--- config.mk ---
export PLATFORM = sky130hd
export DESIGN_NAME = smi_status_ctrl
export DESIGN_NICKNAME = d
export VERILOG_FILES = /design/src/rtl/smi_status_ctrl.sv
export SDC_FILE = /design/constraint.sdc
export NUM_CORES = 1
export LEC_CHECK = 0
export BUFFER_PORTS_ARGS = -buffer_cell sky130_fd_sc_hd__buf_2
export CAP_MARGIN = 15
export CELL_PAD_IN_SITES_DETAIL_PLACEMENT = 0
export CELL_PAD_IN_SITES_GLOBAL_PLACEMENT = 1
export CORE_MARGIN = 2
export CORE_UTILIZATION = 21
export DETAILED_ROUTE_END_ITERATION = 10
export GPL_TIMING_DRIVEN = 0
export PLACE_DENSITY = 0.68
export SKIP_CTS_REPAIR_TIMING = 1
export SLEW_MARGIN = 20
export SYNTH_ARGS = -nofsm -noshare
export SYNTH_HDL_FRONTEND = slang
export SYNTH_SLANG_ARGS = --single-unit
--- constraint.sdc ---
create_clock -name clk -period 1.5 [get_ports clk]
set_input_delay 0.3 -clock clk [delete_from_list [all_inputs] [get_ports clk]]
set_output_delay 0.3 -clock clk [all_outputs]
set_load 0.01 [all_outputs]
--- src/rtl/smi_status_ctrl.sv ---
module smi_status_ctrl #(
  parameter int ADDR_W      = 8,
  parameter int DATA_W      = 8,
  parameter int SYNC_STAGES = 2,
  parameter logic [ADDR_W-1:0] A_TRIG = 8'h10,
  parameter logic [ADDR_W-1:0] A_STAT = 8'h14,
  parameter logic [ADDR_W-1:0] A_MIRR = 8'h18,
  parameter logic [ADDR_W-1:0] A_TOP  = 8'h1C
) (
  input  logic              clk,
  input  logic              rst_n,
  input  logic              bus_wr,
  input  logic              bus_rd,
  input  logic [ADDR_W-1:0] bus_addr,
  output logic [DATA_W-1:0] bus_rdata,
  input  logic              wake_pin,
  input  logic              pin_is_out,
  input  logic              pin_smi_en,
  output logic              smi_o,
  output logic [1:0]        top_sts
);
  localparam int PIN_BIT = 2;

  logic [SYNC_STAGES:0] sync_q;
  logic pin_sts, sum_sts, sw_sts;
  logic pin_ev, rd_stat, rd_top, wr_trig;
  logic [DATA_W-1:0] rd_word;

  always_ff @(posedge clk) begin
    if (!rst_n) sync_q <= '0;
    else        sync_q <= {sync_q[SYNC_STAGES-1:0], wake_pin};
  end

  assign pin_ev  = (sync_q[SYNC_STAGES-1] ^ sync_q[SYNC_STAGES]) & ~pin_is_out & pin_smi_en;
  assign rd_stat = bus_rd && (bus_addr == A_STAT);
  assign rd_top  = bus_rd && (bus_addr == A_TOP);
  assign wr_trig = bus_wr && (bus_addr == A_TRIG);

  always_ff @(posedge clk) begin
    if (!rst_n) begin
      pin_sts <= 1'b0;
      sum_sts <= 1'b0;
      sw_sts  <= 1'b0;
    end else begin
      pin_sts <= pin_ev | (pin_sts & ~rd_stat);
      sum_sts <= pin_ev | (sum_sts & ~rd_stat);
      sw_sts  <= wr_trig | (sw_sts & ~rd_top);
    end
  end

  always_comb begin
    rd_word = '0;
    if (bus_addr == A_STAT || bus_addr == A_MIRR) rd_word[PIN_BIT] = pin_sts;
    else if (bus_addr == A_TOP) rd_word[1:0] = {sw_sts, sum_sts};
  end

  assign bus_rdata = bus_rd ? rd_word : '0;
  assign top_sts   = {sw_sts, sum_sts};
  assign smi_o     = pin_sts | sum_sts | sw_sts;

  AST_TRIG_RAISES: assert property (@(posedge clk) disable iff (!rst_n)
    (bus_wr && bus_addr == A_TRIG) |=> (smi_o && top_sts[1]));
  AST_GATE_BLOCKS: assert property (@(posedge clk) disable iff (!rst_n)
    ((pin_is_out || !pin_smi_en) && !pin_sts) |=> !pin_sts);
  AST_RSVD_ZERO: assert property (@(posedge clk) disable iff (!rst_n)
    (bus_rd && bus_addr == A_STAT) |-> (bus_rdata[DATA_W-1:3] == '0 && bus_rdata[1:0] == 2'b00));
  AST_CLEAR_BOTH: assert property (@(posedge clk) disable iff (!rst_n)
    (rd_stat && !pin_ev) |=> (!pin_sts && !top_sts[0]));
  AST_MIRROR_KEEPS: assert property (@(posedge clk) disable iff (!rst_n)
    (bus_rd && bus_addr == A_MIRR && pin_sts) |=> (pin_sts && smi_o));
  AST_SMI_FALL_READ: assert property (@(posedge clk) disable iff (!rst_n)
    $fell(smi_o) |-> $past(bus_rd));
  AST_EVENT_WINS: assert property (@(posedge clk) disable iff (!rst_n)
    (rd_stat && pin_ev) |=> (pin_sts && top_sts[0]));
endmodule

Word level (Yosys, flattened, before mapping):

Index checks and enable logic that the tools add are counted.
Widths: inputs -> output; s select.

* flip-flop bits (word level): 6

* equal/unequal tests: 4
* multiplexer cells: 4
* bitwise operators: 14
* reduce and logical (&&, ||, !) cells: 4

Operator list (count)
* $eq 8x5->1 const B: 4
* $and 1x1->1: 5
* $or 1x1->1: 5
* $mux 2: 2
* $logic_and 1x1->1: 3
* $mux 3: 1
* $not 1->1: 3
* $logic_or 1x1->1: 1
* $mux 1: 1
* $xor 1x1->1: 1

Logic depth before layout (Yosys ltp):

* depth after elaboration: 5
* mapped depth: 3

Least setup slack after synthesis:

Ideal clock, no wire load.

* path type: input -> register
* start: in bus_addr[1]
* end: reg sw_sts
* setup time: 0.095 ns
* arrival: 1.522 ns
* data required time: 1.405 ns
* setup slack: -0.118 ns
* stages on the path: 3
* buffers on the path: 0
* path through: or4b_4 or4_1 a221oi_1

* cells in the longest elaborated chain, start to end: 5
* elaborated cells on any way between the ends: 7
* classes of those cells: eq/ne: 2; bitwise: 3; reduce/logical: 2

Ends and longest elaborated chain
* from (decl): line 14 `input logic [ADDR_W-1:0] bus_addr,`
* $eq 8x5->1: line 36 `assign rd_top = bus_rd && (bus_addr == A_TOP);`
* $logic_and 1x1->1: line 36
* $not 1->1: line 47 `sw_sts <= wr_trig | (sw_sts & ~rd_top);`
* $and 1x1->1: line 47
* $or 1x1->1 (*): line 47
* to (signal assigned): line 47
* to (decl): line 25 `logic pin_sts, sum_sts, sw_sts;`

Every way passes the cells marked *; elsewhere a longest branch is shown, timed or not.
A chain may end at the register's enable or synchronous reset.

Worst setup path after layout:

* start: in bus_addr[5]
* end: out bus_rdata[1]

* cells in the longest elaborated chain, start to end: 4
* elaborated cells on any way between the ends: 7
* classes of those cells: eq/ne: 3; mux: 3; reduce/logical: 1

Ends and longest elaborated chain
* $eq 8x5->1, on equally long branches: line 54, 53
* $mux 2 / $logic_or 1x1->1 (equally long branches): line 54, 53
* $mux 2 (*): line 53 `if (bus_addr == A_STAT || bus_addr == A_MIRR) rd_word[PIN_BIT] = pin_sts;`
* $mux 3 (*): line 57 `assign bus_rdata = bus_rd ? rd_word : '0;`
* to (decl): line 15 `output logic [DATA_W-1:0] bus_rdata,`

Marks and branches as above.

==> results_dict.tcl <==
set metrics [dict create \
    die_w_um 44.1 \
    hold_viol 0 \
    setup_viol 4 \
    fmax_ghz 0.599 \
    finalWorstSetupSlack_ps -169 \
    grt_max_degree 8 \
    power.density_nw_per_um2 711 \
    switchingPower_uw 87.9 \
    cts_buffer_depth 2 \
    cts.sinks 6 \
    r2r-start "sw_sts" \
    pin_count 26 \
    violations "negative setup slack" \
    maxCapViolCount 0 \
    grt_pass1_vias 250 \
    fin_nets 85 \
    power_frac_seq_pct 44.4 \
    pre_cts_slack_ps -316 \
    placed_area_um2 473 \
    finish.utilization_pct 35.3 \
    synth_edf_count 0 \
    startpoint_type "input pin" \
    critPathKind "input pin to output pin" \
    yosysSeqAreaShare_pct 35.6 \
    wl_per_cell_um 8.31 \
    pwr-share-clk_pct 38.9 \
    cp.arrival_ps 1370 \
    path_cells "buf_6 -> or4b_4 -> nor3_4 -> and3_1 -> buf_2" \
    synth_top_area_share_pct 35.6 \
    reg2reg_slack_ps 670 \
    clk_pin_slew_worst_paths_ps 40 \
    outcome "finished with violations" \
    diodes 0 \
    drtPass1Iterations 3 \
    irDropWorstVdd_mv 0.357 \
    critPathCaptureType "output pin" \
    min_from "wake_pin" \
    tritoncts "yes" \
    cts-root-buf "clkbuf_4" \
    switching_share_pct 23.2 \
    drc_errors 0 \
    synth_warnings 0 \
    drt_iter0_drc 5 \
    r2r_cells 2 \
    synth-seq-cells 6 \
    synth_async_sr_flop_share_pct 0 \
    slew_violations 0 \
    holdPathStages 2 \
    antenna_found_initial 0 \
    design_area_um2 532 \
    synthTopCellsByArea "dfxtp_1, buf_4, and2_1" \
    min_to "sync_q[0]" \
    synth_cells 40 \
    fin_skew_ps 0.925 \
    layout-drive-gt1-share_pct 52.9 \
    synthTopCellsByCount "buf_4, dfxtp_1, and2_1, inv_1, nand2_1" \
    cts_buffers 3 \
    worstPathMaxFanout 4 \
    overflow 0 \
    via_per_inst 4.11 \
    clock_latency_ps 240 \
    initial_utilization_pct 22.4 \
    rsz0062_at_grt "true" \
    synth.most_common_cell "buf_4" \
    synth_area_um2 338 \
    crit_slowest_cell "or4b_4" \
    reg2reg_to "sw_sts" \
    p_leak_uw 0.000288 \
    power.internal_uw 290 \
    die_h_um 44.1 \
    totalWireLength_um 698 \
    avgSynthCellArea_um2 8.45 \
    min_period_over_period_pct 111 \
    yosys.area.top_type "dfxtp_1" \
    synth_cell_types 19 \
    gp_congestion 0.616 \
    via_count 345 \
    core_area_um2 1510 \
    grt_first_pass_wirelength_mm 1.02 \
    rows 14 \
    die-area_um2 1950 \
    io_buffers 20 \
    hold_class "input pin to flop" \
    yosys_most_used_dff "dfxtp_1" \
    cp_slowest_stage_delay_ps 560 \
    h-tree-depth 1 \
    fin_crit_ps 1670 \
    antenna_left 0 \
    syn2layout_area_growth_pct 57.4 \
    required_ps 1200 \
    comb_power_share_pct 16.7 \
    grt_use_total_pct 7.15 \
]
## per-stage QoR
stage                     total power, uW  hold WS [ps]  setup TNS (ps)  std cells
after floorplan                       202           403            -231         44
after global placement                227           419           -1060         80
after detailed placement              228           430           -1110         80
after CTS                             380           261            -749         83
after global routing                  403           264            -679         84
final                                 378           270            -484         84
## cells in the final DEF (no fill, tap or decap), types with 3 or more instances in the layout
master / n
inv_1: 3
nand2_1: 3
clkbuf_4: 3
and2_1: 3
conb_1: 5
buf_2: 19
buf_4: 8
dfxtp_1: 6
## worst max-delay path by stage
| stage | startpoint | end | slack (ps) | cells after the start |
|---|---|---|---|---|
| after floorplan | bus_addr[1] | sw_sts | -120 | 3 |
| after global placement | bus_addr[1] | bus_rdata[1] | -280 | 5 |
| after detailed placement | bus_addr[1] | bus_rdata[1] | -320 | 5 |
| after CTS | bus_addr[1] | bus_rdata[1] | -320 | 5 |
| after global routing | bus_addr[5] | bus_rdata[1] | -240 | 5 |
| final | bus_addr[5] | bus_rdata[1] | -170 | 5 |
## sequential cells by signal (all words and copies together) (netlist names)
name     flops
sync_q       3
sw_sts       1
sum_sts      1
pin_sts      1
## layout make-up
class	instances	area [um^2]
tap	16	20.0
buffer	7	52.6
multi-input combinational	28	191
fill	172	975
sequential	6	120
clock buffer	3	22.5
timing repair buffer	21	114
inverter	3	11.3
## power groups by stage
stage	combinational, uW	sequential, uW	clock (uW)
floorplan	31.9	170	0
global placement	56.7	171	0
detailed placement	57.6	171	0
CTS	57.7	168	155
global route	70.1	168	164
finish	63.2	168	147
## per-layer routing
layer  global-route usage (%)  share of wire (%)
met5                        0                  0
met4                     1.82                  0
met3                     4.90                 10
met2                     8.24                 44
met1                     10.4                 45
## worst max-delay path, delay by kind of cell
family	cells	cell delay, ps
buf+inv	2	210
simple gates	3	850
## kinds of logic after synthesis
group,count (synthesis),share of synthesized area [%]
other cells,1,1.11
xor+xnor,2,5.19
buf+inv,10,18.9
simple gates,17,31.5
compound gates,4,7.78
flops,6,35.6
Power figures use the tool's default switching activity.
